`config.mk`:
```
export PLATFORM = sky130hd
export DESIGN_NAME = frame_wr_sequencer
export DESIGN_NICKNAME = d
export VERILOG_FILES = /design/src/rtl/fws_pkg.sv /design/src/rtl/fws_regfile.sv /design/src/rtl/fws_stream.sv /design/src/rtl/fws_master.sv /design/src/rtl/frame_wr_sequencer.sv
export SDC_FILE = /design/constraint.sdc
export NUM_CORES = 2
export LEC_CHECK = 0
export BUFFER_PORTS_ARGS = -buffer_cell sky130_fd_sc_hd__buf_2
export CAP_MARGIN = 20
export CORE_ASPECT_RATIO = 1.75
export CORE_MARGIN = 2
export CORE_UTILIZATION = 65
export DETAILED_ROUTE_END_ITERATION = 7
export GPL_TIMING_DRIVEN = 0
export PLACE_DENSITY = 0.83
export SYNTH_ARGS = -nofsm -noshare
export SYNTH_HDL_FRONTEND = slang
export SYNTH_HIERARCHICAL = 1
export SYNTH_SLANG_ARGS = --single-unit
```
`constraint.sdc`:
```
create_clock -name clk -period 4.8 [get_ports clk]
set_input_delay 0.48 -clock clk [delete_from_list [all_inputs] [get_ports clk]]
set_output_delay 0.48 -clock clk [all_outputs]
set_load 0.02 [all_outputs]
```
`src/rtl/fws_pkg.sv`:
```
package fws_pkg;
  localparam int REG_W     = 32;
  localparam int OFF_CTRL  = 0;
  localparam int OFF_STAT  = 1;
  localparam int OFF_IRQ   = 2;
  localparam int OFF_DIS   = 3;
  localparam int OFF_CNT   = 4;
  localparam int OFF_PAIR0 = 5;
  typedef logic [REG_W-1:0] word_t;
endpackage

```
`src/rtl/fws_regfile.sv`:
```
module fws_regfile #(
  parameter int NUM_PAIRS   = 10,
  parameter int OFF_W       = 5,
  parameter bit AUTO_DISARM = 1'b1
) (
  input  logic                              clk,
  input  logic                              rst_n,
  input  logic [OFF_W-1:0]                  cfg_addr,
  input  logic                              cfg_wr,
  input  fws_pkg::word_t                    cfg_wdata,
  output fws_pkg::word_t                    cfg_rdata,
  input  logic                              busy,
  input  logic                              done,
  input  logic                              fire,
  output logic                              go,
  output logic                              irq_en,
  output logic                              trig_dis,
  output logic                              irq_flag,
  output fws_pkg::word_t                    wr_count,
  output fws_pkg::word_t [NUM_PAIRS-1:0]    pair_addr,
  output fws_pkg::word_t [NUM_PAIRS-1:0]    pair_data
);
  import fws_pkg::*;

  logic [1:0]               ctrl_q, ctrl_d;
  logic                     dis_q, dis_d;
  logic                     flag_q, flag_d;
  word_t                    cnt_q, cnt_d;
  word_t [NUM_PAIRS-1:0]    pa_q, pa_d, pd_q, pd_d;

  // next state
  always_comb begin
    ctrl_d = ctrl_q;
    dis_d  = dis_q;
    flag_d = flag_q;
    cnt_d  = cnt_q;
    pa_d   = pa_q;
    pd_d   = pd_q;
    if (cfg_wr && cfg_addr == OFF_W'(OFF_CTRL)) ctrl_d = cfg_wdata[1:0];
    if (cfg_wr && cfg_addr == OFF_W'(OFF_DIS))  dis_d  = cfg_wdata[0];
    if (cfg_wr && cfg_addr == OFF_W'(OFF_CNT))  cnt_d  = cfg_wdata;
    if (AUTO_DISARM && fire)                    dis_d  = 1'b1;
    if (cfg_wr && cfg_addr == OFF_W'(OFF_IRQ) && cfg_wdata[1]) flag_d = 1'b0;
    if (done)                                   flag_d = 1'b1;
    for (int k = 0; k < NUM_PAIRS; k++) begin
      if (cfg_wr && cfg_addr == OFF_W'(OFF_PAIR0 + 2*k))     pa_d[k] = cfg_wdata;
      if (cfg_wr && cfg_addr == OFF_W'(OFF_PAIR0 + 2*k + 1)) pd_d[k] = cfg_wdata;
    end
  end

  // registers
  always_ff @(posedge clk or negedge rst_n) begin
    if (!rst_n) begin
      ctrl_q <= '0;
      dis_q  <= 1'b0;
      flag_q <= 1'b0;
      cnt_q  <= '0;
      pa_q   <= '0;
      pd_q   <= '0;
    end else begin
      ctrl_q <= ctrl_d;
      dis_q  <= dis_d;
      flag_q <= flag_d;
      cnt_q  <= cnt_d;
      pa_q   <= pa_d;
      pd_q   <= pd_d;
    end
  end

  // read decode
  always_comb begin
    cfg_rdata = '0;
    if (cfg_addr == OFF_W'(OFF_CTRL)) cfg_rdata[1:0] = ctrl_q;
    if (cfg_addr == OFF_W'(OFF_STAT)) cfg_rdata[0]   = busy;
    if (cfg_addr == OFF_W'(OFF_IRQ))  cfg_rdata[1]   = flag_q;
    if (cfg_addr == OFF_W'(OFF_DIS))  cfg_rdata[0]   = dis_q;
    if (cfg_addr == OFF_W'(OFF_CNT))  cfg_rdata      = cnt_q;
    for (int k = 0; k < NUM_PAIRS; k++) begin
      if (cfg_addr == OFF_W'(OFF_PAIR0 + 2*k))     cfg_rdata = pa_q[k];
      if (cfg_addr == OFF_W'(OFF_PAIR0 + 2*k + 1)) cfg_rdata = pd_q[k];
    end
  end

  assign go        = ctrl_q[0];
  assign irq_en    = ctrl_q[1];
  assign trig_dis  = dis_q;
  assign irq_flag  = flag_q;
  assign wr_count  = cnt_q;
  assign pair_addr = pa_q;
  assign pair_data = pd_q;

  // completion always leaves the flag set
  a_r9_done_sets_flag: assert property (@(posedge clk) disable iff (!rst_n)
    done |=> flag_q);

  generate
    if (AUTO_DISARM) begin : g_disarm_chk
      // a fired trigger disarms itself
      a_r11_auto_disarm: assert property (@(posedge clk) disable iff (!rst_n)
        fire |=> dis_q);
    end
  endgenerate
endmodule

```
`src/rtl/fws_stream.sv`:
```
module fws_stream #(
  parameter int DATA_W = 24
) (
  input  logic              clk,
  input  logic              rst_n,
  input  logic              go,
  input  logic [DATA_W-1:0] s_data,
  input  logic              s_valid,
  input  logic              s_sop,
  input  logic              s_eop,
  output logic              s_ready,
  output logic [DATA_W-1:0] m_data,
  output logic              m_valid,
  output logic              m_sop,
  output logic              m_eop,
  input  logic              m_ready,
  output logic              sof
);
  logic in_pkt_q, in_pkt_d;
  logic gate, accept;

  // a packet in flight keeps the gate open; Go only acts between packets
  assign gate    = in_pkt_q | go;
  assign s_ready = m_ready & gate;
  assign m_valid = s_valid & gate;
  assign m_data  = s_data;
  assign m_sop   = s_sop;
  assign m_eop   = s_eop;
  assign accept  = s_valid & s_ready;
  assign sof     = accept & s_sop;

  always_comb begin
    in_pkt_d = in_pkt_q;
    if (accept) begin
      if (s_eop)      in_pkt_d = 1'b0;
      else if (s_sop) in_pkt_d = 1'b1;
    end
  end

  always_ff @(posedge clk or negedge rst_n) begin
    if (!rst_n) in_pkt_q <= 1'b0;
    else        in_pkt_q <= in_pkt_d;
  end

  // a packet can only be entered while Go is set
  a_r2_entry_needs_go: assert property (@(posedge clk) disable iff (!rst_n)
    $rose(in_pkt_q) |-> $past(go));
endmodule

```
`src/rtl/fws_master.sv`:
```
module fws_master #(
  parameter int NUM_PAIRS = 10,
  parameter int CNT_W     = 4
) (
  input  logic                              clk,
  input  logic                              rst_n,
  input  logic                              sof,
  input  logic                              trig_dis,
  input  fws_pkg::word_t                    wr_count,
  input  fws_pkg::word_t [NUM_PAIRS-1:0]    pair_addr,
  input  fws_pkg::word_t [NUM_PAIRS-1:0]    pair_data,
  input  logic                              wr_wait,
  output logic                              wr_req,
  output fws_pkg::word_t                    wr_addr,
  output fws_pkg::word_t                    wr_data,
  output logic                              busy,
  output logic                              done,
  output logic                              fire
);
  import fws_pkg::*;

  logic                     busy_q, busy_d;
  logic [CNT_W-1:0]         idx_q, idx_d, cnt_q, cnt_d, cnt_clamp;
  word_t [NUM_PAIRS-1:0]    sa_q, sa_d, sd_q, sd_d;
  logic                     last;

  assign cnt_clamp = (wr_count > word_t'(NUM_PAIRS)) ? CNT_W'(NUM_PAIRS)
                                                     : wr_count[CNT_W-1:0];
  assign fire  = sof & ~trig_dis & (wr_count != '0) & ~busy_q;
  assign last  = (idx_q == cnt_q - CNT_W'(1));
  assign done  = busy_q & ~wr_wait & last;

  always_comb begin
    busy_d = busy_q;
    idx_d  = idx_q;
    cnt_d  = cnt_q;
    sa_d   = sa_q;
    sd_d   = sd_q;
    if (fire) begin
      busy_d = 1'b1;
      idx_d  = '0;
      cnt_d  = cnt_clamp;
      sa_d   = pair_addr;
      sd_d   = pair_data;
    end else if (busy_q && !wr_wait) begin
      if (last) busy_d = 1'b0;
      else      idx_d  = idx_q + CNT_W'(1);
    end
  end

  always_ff @(posedge clk or negedge rst_n) begin
    if (!rst_n) begin
      busy_q <= 1'b0;
      idx_q  <= '0;
      cnt_q  <= '0;
      sa_q   <= '0;
      sd_q   <= '0;
    end else begin
      busy_q <= busy_d;
      idx_q  <= idx_d;
      cnt_q  <= cnt_d;
      sa_q   <= sa_d;
      sd_q   <= sd_d;
    end
  end

  assign wr_req  = busy_q;
  assign busy    = busy_q;
  assign wr_addr = sa_q[idx_q];
  assign wr_data = sd_q[idx_q];

  // a stalled write is held unchanged
  a_r6_hold_on_wait: assert property (@(posedge clk) disable iff (!rst_n)
    (wr_req && wr_wait) |=> (wr_req && $stable(wr_addr) && $stable(wr_data)));
  // the index never passes the captured count
  a_r5_idx_in_range: assert property (@(posedge clk) disable iff (!rst_n)
    busy_q |-> (idx_q < cnt_q));
  // a trigger starts at pair 0
  a_r4_fire_starts: assert property (@(posedge clk) disable iff (!rst_n)
    fire |=> (busy_q && idx_q == '0));
  // a frame start during a sequence does not restart it
  a_r8_no_restart: assert property (@(posedge clk) disable iff (!rst_n)
    (busy_q && sof && !wr_wait && !last) |=> (idx_q == $past(idx_q) + CNT_W'(1)));
endmodule

```
`src/rtl/frame_wr_sequencer.sv`:
```
module frame_wr_sequencer #(
  parameter int DATA_W      = 24,
  parameter int NUM_PAIRS   = 10,
  parameter bit AUTO_DISARM = 1'b1,
  localparam int OFF_W      = $clog2(fws_pkg::OFF_PAIR0 + 2*NUM_PAIRS),
  localparam int CNT_W      = $clog2(NUM_PAIRS + 1)
) (
  input  logic              clk,
  input  logic              rst_n,
  input  logic [DATA_W-1:0] s_data,
  input  logic              s_valid,
  input  logic              s_sop,
  input  logic              s_eop,
  output logic              s_ready,
  output logic [DATA_W-1:0] m_data,
  output logic              m_valid,
  output logic              m_sop,
  output logic              m_eop,
  input  logic              m_ready,
  input  logic [OFF_W-1:0]  cfg_addr,
  input  logic              cfg_wr,
  input  logic [31:0]       cfg_wdata,
  output logic [31:0]       cfg_rdata,
  output logic              irq,
  output logic              wr_req,
  output logic [31:0]       wr_addr,
  output logic [31:0]       wr_data,
  input  logic              wr_wait
);
  import fws_pkg::*;

  logic                     go, irq_en, trig_dis, irq_flag;
  logic                     sof, busy, done, fire;
  word_t                    wr_count;
  word_t [NUM_PAIRS-1:0]    pair_addr, pair_data;

  fws_regfile #(.NUM_PAIRS(NUM_PAIRS), .OFF_W(OFF_W), .AUTO_DISARM(AUTO_DISARM)) u_regs (
    .clk(clk), .rst_n(rst_n), .cfg_addr(cfg_addr), .cfg_wr(cfg_wr),
    .cfg_wdata(cfg_wdata), .cfg_rdata(cfg_rdata), .busy(busy), .done(done),
    .fire(fire), .go(go), .irq_en(irq_en), .trig_dis(trig_dis),
    .irq_flag(irq_flag), .wr_count(wr_count), .pair_addr(pair_addr),
    .pair_data(pair_data)
  );

  fws_stream #(.DATA_W(DATA_W)) u_stream (
    .clk(clk), .rst_n(rst_n), .go(go), .s_data(s_data), .s_valid(s_valid),
    .s_sop(s_sop), .s_eop(s_eop), .s_ready(s_ready), .m_data(m_data),
    .m_valid(m_valid), .m_sop(m_sop), .m_eop(m_eop), .m_ready(m_ready),
    .sof(sof)
  );

  fws_master #(.NUM_PAIRS(NUM_PAIRS), .CNT_W(CNT_W)) u_master (
    .clk(clk), .rst_n(rst_n), .sof(sof), .trig_dis(trig_dis),
    .wr_count(wr_count), .pair_addr(pair_addr), .pair_data(pair_data),
    .wr_wait(wr_wait), .wr_req(wr_req), .wr_addr(wr_addr), .wr_data(wr_data),
    .busy(busy), .done(done), .fire(fire)
  );

  assign irq = irq_flag & irq_en;
endmodule

```
==> flow_summary_export.csv <==
group,metric,value,unit
outcome,outcome,"finished, violations left",
outcome,failed_checks,"design-rule violations, negative setup slack",
drt,route.detailed.wl_per_inst,49.3,µm
power,cellPowerDensity,535,nW/µm²
clock_tree,tritoncts_clock_tree,"done",
setup_path,worstSetupStartpointType,"primary input",
hold_path,hold_path_class,"primary input to flop",
job,maxCapViolCount,0,
synthesis,synth_area_leaders,"sky130_fd_sc_hd__dfrtp_1, sky130_fd_sc_hd__mux2_4, sky130_fd_sc_hd__mux2_2",
place,gp_congestion,1.09,
sta,slew_viol_final,0,
synthesis,synth_enable_flop_cells,0,
drt,route.vias.total,49214,
synthesis,post_synth.cell_area_avg,14.6,µm²
place,detailed_place.area,68000,µm²
synthesis,ys_seq_area_share,51.5,%
sta,setup_slack,-0.315,ns
global_route,grtUsageMet3,30.4,%
clock_tree,clkTransAtPathRegs,0.06,ns
sta,timing.clock.skew,0.0447,ns
die,die_area,102000,µm²
global_route,grt.met2_usage,82.8,%
sta,layout_min_cycle_time,5.11,ns
die,chipWidth,242,µm
setup_path,timing.critical_path.max_delay_family,"buffers and inverters",
sta,rsz0062_at_grt,"no",
sta,slew_headroom,5.69,%
synthesis,syn-num-nets,4501,
global_route,grt_util_met1,65.2,%
synthesis,synth.distinct_cells,81,
setup_path,crit_chain,"buf_2, buf_2, and2_1, clkbuf_1, buf_8, nand2_1, buf_2, o22ai_1, o31ai_1, buf_2",
final_layout,final_area,72500,µm²
setup_path,end_kind,"output pin",
setup_path,critPathRequiredTime,4.32,ns
setup_path,critical_path.max_stage_delay,0.94,ns
global_route,grt_start_max_net_pins,180,
synthesis,post-synth-top-area-fraction,51.5,%
drt,drc,4,
final_layout,area_overhead_vs_synth,12.5,%
drt,detail_route.iter0.violations,7870,
die,initial_core_util,65.7,%
synthesis,mappedNetlistArea,64500,µm²
global_route,grt_overflow,0,
global_route,via_count_of_the_first_global_routing_pass,49126,
drt,final_antenna_net_count,0,
synthesis,synth_top_area_cell,"sky130_fd_sc_hd__dfrtp_1",
power,max-vdd-ir-drop,501,µV
synthesis,syn-instance-count,4430,
synthesis,synth-seq-cells,1326,
synthesis,synth-async-reset-ratio,100,%
die,floorplan.io_pins,195,
clock_tree,cts.htree.levels,3,
clock_tree,clkLatencyLatePin,0.79,ns
setup_path,critical-path-slowest-cell,"sky130_fd_sc_hd__buf_2",
clock_tree,cts_inserted_buffers,117,
sta,timing.fmax,196,MHz
die,placementRows,152,
synthesis,dominantRegCellSynth,"sky130_fd_sc_hd__dfrtp_1",
setup_path,setup.worst_path.class,"primary input to output pin",
final_layout,fillCellCount,6198,
sta,slew_worst_pin,1.41,ns
drt,drt_first_pass_iters,8,
clock_tree,cts-root-buf,"sky130_fd_sc_hd__clkbuf_16",
power,cellLeakagePower,33.3,nW
synthesis,yosysWarnings,6,
drt,finalWirelength,308000,µm
clock_tree,cts.path.max_buffers,3,
sta,finalSetupViolCount,22,
sta,final.period_utilization,107,%
global_route,number_of_antenna_violations_at_the_first_check_in_global_routing,39,
setup_path,critical_path.max_fanout,10,
final_layout,final_layout_size_suffix_gt1_share,44.0,%
die,floorplan.core_area,98100,µm²
place,detailed_place_hpwl,206000,µm
final_layout,nNetsFinal,4872,
global_route,grt.total_usage,61.1,%
sta,final_count_of_hold_timing_violations,0,
final_layout,final_util,73.9,%
clock_tree,cts_sinks,1326,
global_route,grt_busiest_layer,"met2",
setup_path,crit_arrival,4.63,ns
setup_path,crit_top_cell,"sky130_fd_sc_hd__buf_2",
die,die_height,421,µm
place,placement.io_buffers,168,
setup_path,critPathBufInv,6,
global_route,grt_first_pass_wirelength,414000,µm
drt,detail_route.vias_per_cell,7.88,
[through the flow]
step	cells	worst slack, ns	power (mW)	TNS [ns]	hold slack (ns)
floorplan	4430	1.95	22.8	0	0.184
global placement	5907	-25.30	27.2	-	0.484
detailed placement	5961	-0.439	27.8	-3.50	0.490
CTS	6198	0.168	37.8	0	0.00321
global route	6210	0.0369	39.3	0	0.0241
finish	6246	-0.315	38.8	-2.82	0.0117
[registers in the layout, indices dropped and copies added (netlist names), 2 cells and up]
signal and flops:
u_master/cnt_q 4, u_master/idx_q 4, u_master/sa_q 320, u_master/sd_q 320
u_regs/ctrl_q 2, u_regs/pair_addr 320, u_regs/pair_data 320, u_regs/wr_count 32
[worst register-to-register path: cells and delay by family (launching register included)]
| family | cells | cell delay, ns |
|---|---|---|
| compound gates | 1 | 0.12 |
| buf+inv | 3 | 0.62 |
| flops | 1 | 0.55 |
| mux | 1 | 0.37 |
| simple gates | 3 | 2.20 |
[placed cells by master, fill, tap and decap left out, types with 18 or more instances in the layout]
| master | instances |
|---|---|
| sky130_fd_sc_hd__mux4_2 | 138 |
| sky130_fd_sc_hd__buf_8 | 42 |
| sky130_fd_sc_hd__a22o_1 | 18 |
| sky130_fd_sc_hd__buf_4 | 51 |
| sky130_fd_sc_hd__o22ai_1 | 117 |
| sky130_fd_sc_hd__o221ai_1 | 37 |
| sky130_fd_sc_hd__o21ai_0 | 129 |
| sky130_fd_sc_hd__nand2_1 | 88 |
| sky130_fd_sc_hd__clkbuf_2 | 21 |
| sky130_fd_sc_hd__a21oi_1 | 162 |
| sky130_fd_sc_hd__mux2i_1 | 175 |
| sky130_fd_sc_hd__buf_12 | 68 |
| sky130_fd_sc_hd__mux2_2 | 699 |
| sky130_fd_sc_hd__clkbuf_16 | 120 |
| sky130_fd_sc_hd__mux2_4 | 603 |
| sky130_fd_sc_hd__a211oi_1 | 18 |
| sky130_fd_sc_hd__clkbuf_8 | 31 |
| sky130_fd_sc_hd__dlygate4sd3_1 | 21 |
| sky130_fd_sc_hd__mux2_1 | 19 |
| sky130_fd_sc_hd__diode_2 | 38 |
| sky130_fd_sc_hd__a222oi_1 | 20 |
| sky130_fd_sc_hd__clkbuf_1 | 146 |
| sky130_fd_sc_hd__nor2b_1 | 50 |
| sky130_fd_sc_hd__a22oi_1 | 18 |
| sky130_fd_sc_hd__dfrtp_1 | 1326 |
| sky130_fd_sc_hd__o211ai_1 | 32 |
| sky130_fd_sc_hd__nor2_1 | 123 |
| sky130_fd_sc_hd__buf_2 | 294 |
[where the power goes]
group | switching [mW] | total, mW | internal (mW)
registers | 2.37 | 16.4 | 14.0
clock network | 4.52 | 10.1 | 5.57
logic | 6.77 | 12.4 | 5.59
total | 13.7 | 38.8 | 25.2
[cell families after synthesis]
kind of cell	count (synthesis)	share of synthesized area [%]
and+or+nand+nor	377	2.94
muxes	1634	34.1
adders and majority gates	2	0.0388
DFF	1326	51.5
xor gates and xnor gates	8	0.132
AOI/OAI and AO/OA	654	6.54
buffers and inverters	429	4.76
[path summary, 6_finish.rpt]
kind                            depth (start not counted)  slack, ns              endpoint                start
max in group asynchronous                               5       1.82    u_master/sa_q[280]                rst_n
min in group asynchronous                               2       0.31  u_regs/pair_data[69]                rst_n
worst min-delay path                                    2       0.01  u_regs/pair_addr[12]        cfg_wdata[12]
worst max register to register                          8       0.83    u_master/sd_q[189]  u_regs/wr_count[31]
worst max-delay path                                   10      -0.31         cfg_rdata[26]          cfg_addr[0]
worst min register to register                          1       0.51     u_master/sa_q[94]    u_master/sa_q[94]
[routing by layer]
metal | vias up | share of wire [%]
li1 | 17150 | -
met1 | 24664 | 30
met2 | 5195 | 40
met3 | 2189 | 15
met4 | 16 | 15
met5 | - | 0.091
[repair_timing]
item	CTS	global route
hold endpoints to repair	141	0
setup buffers	0	0
hold buffers	21	0
pin swaps	0	0
resized for setup	6	2
setup endpoints to repair	23	2
[synthesized netlist by cell type (20+ instances only)]
library cell               instances
sky130_fd_sc_hd__mux2_4          603
sky130_fd_sc_hd__buf_2           120
sky130_fd_sc_hd__buf_1            24
sky130_fd_sc_hd__mux2i_1         175
sky130_fd_sc_hd__o21ai_0         130
sky130_fd_sc_hd__clkbuf_1        146
sky130_fd_sc_hd__o211ai_1         32
sky130_fd_sc_hd__nor2_1          123
sky130_fd_sc_hd__o22ai_1         117
sky130_fd_sc_hd__o221ai_1         37
sky130_fd_sc_hd__mux4_2          138
sky130_fd_sc_hd__mux2_2          699
sky130_fd_sc_hd__nand2_1          91
sky130_fd_sc_hd__buf_4            50
sky130_fd_sc_hd__nor2b_1          50
sky130_fd_sc_hd__a222oi_1         20
sky130_fd_sc_hd__a21oi_1         162
sky130_fd_sc_hd__dfrtp_1        1326
sky130_fd_sc_hd__buf_12           66
[layout make-up]
cell class              instances  area (µm²)  share of cell area [%]
flip-flops and latches       1326       33200                    45.7
multi-input cells            2675       28200                    38.9
clock buffers                 173        3490                    4.81
plain buffers                 411        3040                    4.19
repair buffers                253        2240                    3.09
well taps                    1309        1640                    2.26
clock inverters                44         537                   0.740
diodes                         38        95.1                   0.131
inverters                      17        63.8                  0.0880
(Power assumes the default switching activity.)
